**config.mk**
```make
export PLATFORM = sky130hd
export DESIGN_NAME = trap_arbiter
export DESIGN_NICKNAME = d
export VERILOG_FILES = /design/src/rtl/trap_arb_pkg.sv /design/src/rtl/exc_picker.sv /design/src/rtl/irq_filter.sv /design/src/rtl/trap_arbiter.sv
export SDC_FILE = /design/constraint.sdc
export NUM_CORES = 1
export LEC_CHECK = 0
export ABC_AREA = 0
export BUFFER_PORTS_ARGS = -buffer_cell sky130_fd_sc_hd__buf_2
export CORE_MARGIN = 2
export CORE_UTILIZATION = 38
export DETAILED_ROUTE_END_ITERATION = 16
export PLACE_DENSITY = 0.85
export SETUP_SLACK_MARGIN = 0.2
export SLEW_MARGIN = 20
export SYNTH_ARGS = -nofsm -noshare
export SYNTH_HDL_FRONTEND = slang
export SYNTH_SLANG_ARGS = --single-unit
```
**constraint.sdc**
```tcl
create_clock -name clk -period 1.3 [get_ports clk]
set_input_delay 0.065 -clock clk [delete_from_list [all_inputs] [get_ports clk]]
set_output_delay 0.065 -clock clk [all_outputs]
set_load 0.02 [all_outputs]
```
**src/rtl/trap_arb_pkg.sv**
```systemverilog
package trap_arb_pkg;
  localparam int TT_W        = 8;
  localparam int LVL_W       = 4;
  localparam int SWN_W       = 7;
  localparam logic [LVL_W-1:0] NMI_LEVEL = 4'hF;

  // An interrupt level passes when enabled, non-zero and above the mask,
  // or when it is the non-maskable level.
  function automatic logic irq_passes(input logic [LVL_W-1:0] lvl,
                                      input logic [LVL_W-1:0] mask,
                                      input logic en);
    return en && (lvl != '0) && ((lvl == NMI_LEVEL) || (lvl > mask));
  endfunction

  // Interrupt trap types sit at 16 + level.
  function automatic logic [TT_W-1:0] irq_type(input logic [LVL_W-1:0] lvl);
    return 8'h10 | {4'h0, lvl};
  endfunction

  // Software trap types occupy the upper half of the space.
  function automatic logic [TT_W-1:0] sw_type(input logic [SWN_W-1:0] num);
    return {1'b1, num};
  endfunction

  function automatic logic [TT_W-1:0] exc_type(input logic [TT_W-1:0] base,
                                               input int unsigned idx);
    return base + TT_W'(idx);
  endfunction
endpackage

```
**src/rtl/exc_picker.sv**
```systemverilog
module exc_picker #(
  parameter int N     = 8,
  parameter int IDX_W = (N > 1) ? $clog2(N) : 1
) (
  input  logic [N-1:0]     req_i,
  output logic [N-1:0]     grant_o,
  output logic             any_o,
  output logic [IDX_W-1:0] idx_o
);
  // seen[i] is high when some lower index is already requesting
  logic [N:0] seen;
  assign seen[0] = 1'b0;

  for (genvar i = 0; i < N; i++) begin : g_chain
    assign seen[i+1]  = seen[i] | req_i[i];
    assign grant_o[i] = req_i[i] & ~seen[i];
  end

  assign any_o = seen[N];

  always_comb begin
    idx_o = '0;
    for (int i = 0; i < N; i++) begin
      if (grant_o[i]) idx_o = idx_o | IDX_W'(i);
    end
  end
endmodule

```
**src/rtl/irq_filter.sv**
```systemverilog
module irq_filter
  import trap_arb_pkg::*;
(
  input  logic [LVL_W-1:0] level_i,
  input  logic [LVL_W-1:0] mask_i,
  input  logic             en_i,
  output logic             pass_o,
  output logic [TT_W-1:0]  tt_o
);
  assign pass_o = irq_passes(level_i, mask_i, en_i);
  assign tt_o   = irq_type(level_i);
endmodule

```
**src/rtl/trap_arbiter.sv**
```systemverilog
module trap_arbiter
  import trap_arb_pkg::*;
#(
  parameter int         NEXC        = 8,
  parameter logic [7:0] EXC_TT_BASE = 8'h01
) (
  input  logic            clk,
  input  logic            rst_n,
  input  logic [3:0]      irq_level_i,
  input  logic [3:0]      mask_level_i,
  input  logic            traps_en_i,
  input  logic [NEXC-1:0] exc_req_i,
  input  logic            sw_trap_i,
  input  logic [6:0]      sw_trap_num_i,
  output logic            take_o,
  output logic [7:0]      trap_type_o,
  output logic            irq_ack_o
);
  localparam int IDX_W = (NEXC > 1) ? $clog2(NEXC) : 1;

  // Named internal events
  logic [NEXC-1:0]  exc_grant;
  logic             exc_any;
  logic [IDX_W-1:0] exc_idx;
  logic             irq_pass;
  logic [TT_W-1:0]  irq_tt;
  logic             win_exc, win_sw, win_irq, win_any;
  logic [TT_W-1:0]  next_tt;

  exc_picker #(.N(NEXC), .IDX_W(IDX_W)) u_pick (
    .req_i  (exc_req_i),
    .grant_o(exc_grant),
    .any_o  (exc_any),
    .idx_o  (exc_idx)
  );

  irq_filter u_irq (
    .level_i(irq_level_i),
    .mask_i (mask_level_i),
    .en_i   (traps_en_i),
    .pass_o (irq_pass),
    .tt_o   (irq_tt)
  );

  // Fixed ranking: exceptions, then software trap, then interrupt
  assign win_exc = exc_any;
  assign win_sw  = !exc_any && sw_trap_i;
  assign win_irq = !exc_any && !sw_trap_i && irq_pass;
  assign win_any = win_exc || win_sw || win_irq;

  always_comb begin
    next_tt = '0;
    if (win_exc)      next_tt = exc_type(EXC_TT_BASE, 32'(exc_idx));
    else if (win_sw)  next_tt = sw_type(sw_trap_num_i);
    else if (win_irq) next_tt = irq_tt;
  end

  always_ff @(posedge clk) begin
    if (!rst_n) begin
      take_o      <= 1'b0;
      trap_type_o <= '0;
      irq_ack_o   <= 1'b0;
    end else begin
      take_o      <= win_any;
      trap_type_o <= next_tt;
      irq_ack_o   <= win_irq;
    end
  end

  // ---------------- assertions ----------------
  p_single_grant_r7: assert property (@(posedge clk) disable iff (!rst_n)
    $onehot0(exc_grant));

  p_ack_with_take_r10: assert property (@(posedge clk) disable iff (!rst_n)
    irq_ack_o |-> take_o);

  p_idle_type_zero_r9: assert property (@(posedge clk) disable iff (!rst_n)
    !take_o |-> (trap_type_o == 8'h00));

  p_masked_level_r2: assert property (@(posedge clk) disable iff (!rst_n)
    (exc_req_i == '0 && !sw_trap_i && irq_level_i != 4'hF &&
     irq_level_i <= mask_level_i) |=> !take_o);

  p_traps_off_r5: assert property (@(posedge clk) disable iff (!rst_n)
    (!traps_en_i && exc_req_i == '0 && !sw_trap_i) |=> !take_o);

  p_nmi_level_r3: assert property (@(posedge clk) disable iff (!rst_n)
    (traps_en_i && exc_req_i == '0 && !sw_trap_i && irq_level_i == 4'hF)
    |=> (take_o && irq_ack_o && trap_type_o == 8'h1F));

  p_exc_first_r6: assert property (@(posedge clk) disable iff (!rst_n)
    (exc_req_i != '0) |=> (take_o && !irq_ack_o &&
     trap_type_o >= EXC_TT_BASE && trap_type_o < EXC_TT_BASE + 8'(NEXC)));

  p_sw_type_r8: assert property (@(posedge clk) disable iff (!rst_n)
    (exc_req_i == '0 && sw_trap_i) |=> (take_o && !irq_ack_o &&
     trap_type_o[7]));
endmodule

```
==> results of run 1 <==
[timing repair]
item	CTS	global route
hold buffers	0	0
endpoints found under the setup margin	3	6
pin swaps	5	10
gates cloned	0	0
hold endpoints to repair	0	0
resized for setup	9	19
setup buffers	2	3
[layer usage]
metal  global-route usage  up-vias
li1                     -      395
met1                0.209      379
met2                0.377       38
met3               0.0520        4
met4               0.0941        0
met5                    0        -
[power by group through the flow]
stage / logic (W) / clock network [W] / registers [W]
4_1_cts: 0.000209 / 0.000279 / 0.000316
3_5_place_dp: 0.000194 / 0 / 0.000322
2_1_floorplan: 0.0000826 / 0 / 0.000333
5_1_grt: 0.000270 / 0.000297 / 0.000316
6_report: 0.000247 / 0.000277 / 0.000315
3_3_place_gp: 0.000185 / 0 / 0.000322
[critical path, cell delays in order]
cell and delay, ns:
buf_8 0.10, nor4_4 0.28, nor4b_4 0.26, nand2_1 0.10
nand2_2 0.10, ha_4 0.13, o211ai_1 0.08, o21ai_1 0.13
o22ai_1 0.11
[kinds of logic after synthesis]
logic type                 count (synthesis)
and+or+nand+nor                           37
buffers and inverters                     10
DFF                                       10
AOI/OAI and AO/OA                         17
adders and majority gates                  5
[area by class of cell]
cell class / count / area share
sequential: 10 / 0.180
inverter: 9 / 0.0325
multi-input combinational: 59 / 0.452
tap: 16 / 0.0180
clock buffer: 4 / 0.0325
timing repair buffer: 50 / 0.285
[cell usage in the layout, fill, tap and decap left out, types with 2 or more instances in the layout]
| cell type | n |
|---|---|
| nand2_1 | 9 |
| nor2b_4 | 2 |
| inv_1 | 8 |
| o211ai_1 | 2 |
| dfxtp_1 | 10 |
| buf_4 | 13 |
| o21ai_2 | 2 |
| clkbuf_4 | 3 |
| a21oi_2 | 3 |
| buf_6 | 4 |
| and3_1 | 2 |
| a21oi_1 | 2 |
| nor2_1 | 2 |
| ha_1 | 2 |
| nor3_1 | 4 |
| ha_4 | 2 |
| nand3_1 | 6 |
| buf_2 | 32 |
[flip-flops by register name, indices dropped and copies added, names as in the netlist]
signal       cells
take_o           1
irq_ack_o        1
trap_type_o      8
[worst max path at each step]
stage	end	slack, ns	start
final	trap_type_o[2]	0.08	exc_req_i[3]
after global routing	trap_type_o[2]	-0.008	exc_req_i[3]
after CTS	trap_type_o[2]	0.13	exc_req_i[3]
after detailed placement	trap_type_o[2]	-0.20	exc_req_i[0]
after global placement	trap_type_o[2]	-0.1	exc_req_i[0]
after floorplan	trap_type_o[2]	-0.09	exc_req_i[0]
[metrics by stage]
stage | cells | setup slack [ns] | hold WS [ns] | cell area [um2] | utilization
global route | 148 | -0.00805 | 0.0396 | 1110 | 0.723
CTS | 145 | 0.128 | 0.0370 | 1010 | 0.657
floorplan | 79 | -0.0889 | 0.198 | 666 | -
finish | 148 | 0.0781 | 0.0402 | 1110 | 0.723
global placement | 139 | -0.0994 | 0.321 | 930 | 0.603
detailed placement | 139 | -0.198 | 0.308 | 930 | 0.603
==> results.txt, run 1 <==
----------------------------------------------------
[Power and ir drop]
  Sequential fraction of design power ... 0.376
  PwrDens ... 753 mW/mm2
  Net Sw Frac ... 0.281
  Leakage power summed over all cells ... 0.547 nW
  Internal power ... 0.000604 W
  Worst IR drop on VDD ... 0.474 mV
  NetSw ... 0.000236 W
  Share of power burned in combinational logic ... 0.295
  Power after layout ... 0.000840 W
  Fraction of power consumed by the clock network ... 0.330

[Drt]
  Average detailed-routed wire length per instance ... 13.8 um
  Top layer in use ... met4
  Via-per-instance ratio ... 5.51
  Aggregate routed wire length ... 2.04 mm
  Detailed Routing Iterations Pass 1 ... 4
  DRC viols ... 0
  Routed wl met3 ... 125 um
  M1 wire length ... 784 um
  Number of routed nets with antenna violations ... 0
  Sum of met2 wire segment lengths after detailed routing ... 1.10 mm
  Iteration-0 DRC count of the detailed router ... 10
  Total number of vias ... 816

[Floorplan]
  Floorplan die area ... 0.00204 mm2
  Num ports ... 37
  Std-Cell Core Area ... 0.00154 mm2
  Number of cell rows ... 14
  Die Y-Extent ... 45.1 um
  Die width ... 45.1 um
  Initial Utilization ... 0.417

[Timing]
  Post-route minimum period ... 1.22 ns
  Number of pins with negative max-slew slack in the final report ... 0
  Headroom to the max-slew limit ... 0.829
  Count of endpoints failing hold in the final timing report ... 0
  Final setup violating endpoints ... 0
  Fmax ... 818 MHz
  Worst-Margin Slew ... 0.254 ns
  Fraction of the cycle the final worst path needs ... 0.940
  Setup repair after global routing missed its margin ... yes
  Setup tns final ... 0 ns

[Finish]
  Ant. Diodes ... 0
  Area of combinational cells with multiple inputs ... 504 um2
  FF+latch area ... 200 um2
  FILL cells ... 116
  Area delta synth->final ... 73.3%
  Post-layout net count ... 165
  Fraction of layout instances using a drive strength above 1 ... 0.568

[GRT]
  Initial antenna violation count ... 0
  Total track usage ... 0.203
  Pin count of the biggest net entering global routing ... 10
  GRT Residual Overflow ... 0
  Number of global-route vias before repair ... 772
  Wire length of the first global-routing pass ... 3.04 mm

[Logic synthesis]
  Proportion of netlist area held by the largest area contributor ... 0.311
  Number of distinct library cells after synthesis ... 28
  Mapped Cells ... 79
  Net Count, Synth ... 111
  Average cell area after synthesis ... 8.14 um2
  Share of synthesized area spent on multiplexers ... 0
  Largest area contributor in the synthesized netlist ... dfxtp_1
  Top flip-flop cell by instance count after synthesis ... dfxtp_1
  Part of the Yosys area used for sequential elements ... 0.311
  Netlist area before placement ... 643 um2
  Dominant cells by area after synthesis ... dfxtp_1 31%, ha_1 9.7%, nand2_1 5.8%
  Dominant combinational cell family by area after synthesis ... simple AND/OR/NAND/NOR gates
  Arithmetic-cell share of the synthesized area counting full adders, half adders and majority gates ... 0.0973
  Synthesis-stage register bit count ... 10
  Area fraction in compound gates after synthesis ... 0.171
  Synthesized-area fraction occupied by and/or/nand/nor cells ... 0.362
  Number of synthesized flops with an enable pin ... 0
  Leading cell types by count after synthesis ... 10 x dfxtp_1, 10 x nand2_1, 9 x inv_1, 6 x a21oi_1, 6 x nand3_1
  Async S/R FF share, synth ... 0
  Synthesis warning total ... 0
  Xor/xnor share of the synthesized area ... 0

[Run status]
  Outcome ... completed

[Place]
  Post-detailed-placement half-perimeter wirelength ... 1.44 mm
  RD Place Congestion ... 0.766
  # port buffers ... 36

[Clocking]
  Number of H-tree levels ... 1
  TritonCTS sink count ... 10
  Cell chosen for the clock root ... clkbuf_4
  Clock transition at the register clock pins on the worst setup and hold paths after CTS ... 0.07 ns
  CTS tree ... built
  Inserted Clock Buffers ... 3
  Longest Clk Path Bufs ... 2

[Critical path]
  Worst endpoint required time ... 1.45 ns
  Critical path class ... in -> reg
  Category of the worst setup path capture point ... flip-flop
  Arr. time, crit path ... 1.37 ns
  Critical path launch point type ... primary input
  Highest net fanout along the worst path ... 2

[Worst hold path]
  Hold Crit Depth ... 2
  Worst min path class ... in -> reg
  Worst Min Path Start ... sw_trap_num_i[6]
  End point of the most critical hold path ... trap_type_o[6]

[Job]
  Max-cap violations ... 0

----------------------------------------------------
No activity file was read; power rests on OpenSTA's default activity.
==> inputs of run 2 (changes only) <==
--- a/config.mk
+++ b/config.mk
@@ -10,7 +10,7 @@
 export CORE_MARGIN = 2
 export CORE_UTILIZATION = 38
 export DETAILED_ROUTE_END_ITERATION = 16
-export PLACE_DENSITY = 0.85
+export PLACE_DENSITY = 0.76
 export SETUP_SLACK_MARGIN = 0.2
 export SLEW_MARGIN = 20
 export SYNTH_ARGS = -nofsm -noshare
==> run 2 against run 1 <==
Compared with the run above: combinational power shrank 7%; core utilization down 2.8 points; first-iteration DRC count decreased by 30%; sequential power is essentially flat; flip-flop and latch count unchanged; global-route usage down 1.5 points; clock-buffer cell count did not move; critical endpoint unchanged.
==> results.txt, run 2 (synthesis gave the netlist of run 1 again) <==
----------------------------------------------------
[Critical path]
  Worst endpoint required time ... 1.45 ns (about the same)
  Number of buffer and inverter instances along the worst setup path ... 1 (unchanged)
  Highest net fanout along the worst path ... 2 (unchanged)
  Cell with the largest stage delay on the worst path ... nor4_4
  CP Cell Sequence ... buf_6 -> nor4_4 -> nor4b_4 -> nand2_1 -> nand2_2 -> ha_4 -> o211ai_1 -> o21ai_1 -> o22ai_1
  Critical path launch point type ... primary input
  Category of the worst setup path capture point ... flip-flop
  Delay-heaviest family, CP ... simple AND/OR/NAND/NOR gates
  Critical path class ... in -> reg
  Max incr delay on CP ... 0.27 ns (about the same)
  Arr. time, crit path ... 1.28 ns (-0.09 ns)

[Power and ir drop]
  Share of power burned in combinational logic ... 0.280 (-0.015)
  NetSw ... 0.000221 W (-6.3%)
  Leakage power summed over all cells ... 0.539 nW (-1.5%)
  PwrDens ... 763 mW/mm2 (+1.2%)
  Net Sw Frac ... 0.271 (-0.0102)
  Worst IR drop on VDD ... 0.350 mV (-26%)
  Sequential fraction of design power ... 0.387 (+0.011)
  Fraction of power consumed by the clock network ... 0.333 (+0.003)
  Internal power ... 0.000595 W (-1.4%)

[Clocking]
  TritonCTS sink count ... 10 (unchanged)
  Cell chosen for the clock root ... clkbuf_4
  Longest Clk Path Bufs ... 2 (unchanged)
  Inserted Clock Buffers ... 3 (unchanged)
  Hold_buf cts ... 0 (unchanged)
  Clock transition at the register clock pins on the worst setup and hold paths after CTS ... 0.06 ns (about the same)
  Number of H-tree levels ... 1 (unchanged)
  CTS tree ... built

[Finish]
  FILL cells ... 124 (+6.9%)
  Area of combinational cells with multiple inputs ... 478 um2 (-5.2%)
  Ant. Diodes ... 0 (unchanged)
  Most used cells in the layout excluding fill and tap cells ... 32 x buf_2, 14 x buf_4, 10 x dfxtp_1
  Fraction of layout instances using a drive strength above 1 ... 0.534 (-0.0338)
  Post-layout net count ... 164 (-0.61%)
  Biggest registers after layout ... trap_type_o x8, irq_ack_o x1, take_o x1
  Register containing the most flip-flops in the final layout ... trap_type_o
  Max FFs per register ... 8 (unchanged)
  Most frequent standard cell in the layout excluding fill and tap cells ... buf_2
  Area delta synth->final ... 66.5%
  FF+latch area ... 200 um2 (unchanged)
  Total non-filler cell area in the finished layout ... 0.00107 mm2 (-3.9%)

[GRT]
  Wire length of the first global-routing pass ... 2.87 mm (-5.5%)
  GRT Residual Overflow ... 0 (unchanged)
  Initial antenna violation count ... 0 (unchanged)
  Total track usage ... 0.188 (-0.0153)
  Pin count of the biggest net entering global routing ... 10 (unchanged)
  Number of global-route vias before repair ... 724 (-6.2%)

[Drt]
  Via-per-instance ratio ... 5.24 (-4.9%)
  Detailed Routing Iterations Pass 1 ... 4 (unchanged)
  Average detailed-routed wire length per instance ... 12.0 um (-13%)
  Number of routed nets with antenna violations ... 0 (unchanged)
  Aggregate routed wire length ... 1.76 mm (-14%)
  Iteration-0 DRC count of the detailed router ... 7 (-3)
  DRC viols ... 0 (unchanged)
  Total number of vias ... 771 (-5.5%)

[Timing]
  Setup repair after global routing missed its margin ... yes
  Fmax ... 882 MHz (+7.8%)
  Number of pins with negative max-slew slack in the final report ... 0 (unchanged)
  Worst-Margin Slew ... 0.339 ns (+0.0848 ns)
  Final setup violating endpoints ... 0 (unchanged)
  Post-route minimum period ... 1.13 ns (-0.0884 ns)
  Final worst hold slack ... 0.0427 ns (+0.00252 ns)
  Fraction of the cycle the final worst path needs ... 0.872 (-0.0680)
  Count of endpoints failing hold in the final timing report ... 0 (unchanged)
  Headroom to the max-slew limit ... 0.773 (-0.0559)

[Floorplan]
  Floorplan die area ... 0.00204 mm2 (unchanged)
  Die width ... 45.1 um (unchanged)
  Initial Utilization ... 0.417 (unchanged)
  Number of cell rows ... 14 (unchanged)
  Std-Cell Core Area ... 0.00154 mm2 (unchanged)
  Die Y-Extent ... 45.1 um (unchanged)
  Num ports ... 37 (unchanged)

[Job]
  Max-cap violations ... 0 (unchanged)

[Run status]
  Outcome ... completed

[Worst hold path]
  Worst min path class ... in -> reg

[Place]
  RD Place Congestion ... 0.810 (+5.7%)
  Placed instance area ... 930 um2 (unchanged)
  # port buffers ... 36 (unchanged)
  Post-detailed-placement half-perimeter wirelength ... 1.34 mm (-6.7%)

----------------------------------------------------
==> run 2: worst paths after layout <==
path                        startpoint        endpoint  slack [ns]  cells after the start
worst min-delay path  sw_trap_num_i[6]  trap_type_o[6]        0.04                      2
worst max-delay path      exc_req_i[2]  trap_type_o[2]        0.17                      9
==> run 2: area by class of cell <==
| class | instances | area share |
|---|---|---|
| Clock buffer | 4 | 0.0339 |
| Inverter | 9 | 0.0315 |
| Multi-Input combinational cell | 59 | 0.446 |
| Sequential cell | 10 | 0.187 |
| Tap cell | 16 | 0.0187 |
| Timing Repair Buffer | 49 | 0.283 |
==> run 2: through the flow <==
stage                     utilization  TNS [ns]  cells  setup slack, ns  total power (W)
final                           0.695         0    147            0.166         0.000817
after global routing            0.695         0    147           0.0427         0.000856
after CTS                       0.657         0    145            0.144         0.000796
after detailed placement        0.603    -0.351    139           -0.154         0.000514
after global placement          0.603    -0.205    139           -0.114         0.000509
after floorplan                     -    -0.160     79          -0.0889         0.000416
==> run 2: timing repair <==
item	in CTS	in global routing
gates resized for setup	8	9
setup buffers	2	2
pin swaps	5	8
endpoints found under the setup margin	2	8
==> run 2: per-layer routing <==
layer,track usage,vias to the layer above,part of all wire
li1,-,390,-
met1,0.237,347,0.43
met2,0.314,30,0.49
met3,0.0360,4,0.061
met4,0.0706,0,0.014
met5,0,-,0
==> run 2: power by group through the flow <==
| stage | clock [W] | sequential, W | combinational, W |
|---|---|---|---|
| finish | 0.000272 | 0.000316 | 0.000229 |
| global route | 0.000287 | 0.000316 | 0.000254 |
| CTS | 0.000274 | 0.000316 | 0.000206 |
| detailed placement | 0 | 0.000323 | 0.000191 |
| global placement | 0 | 0.000322 | 0.000186 |
| floorplan | 0 | 0.000333 | 0.0000826 |
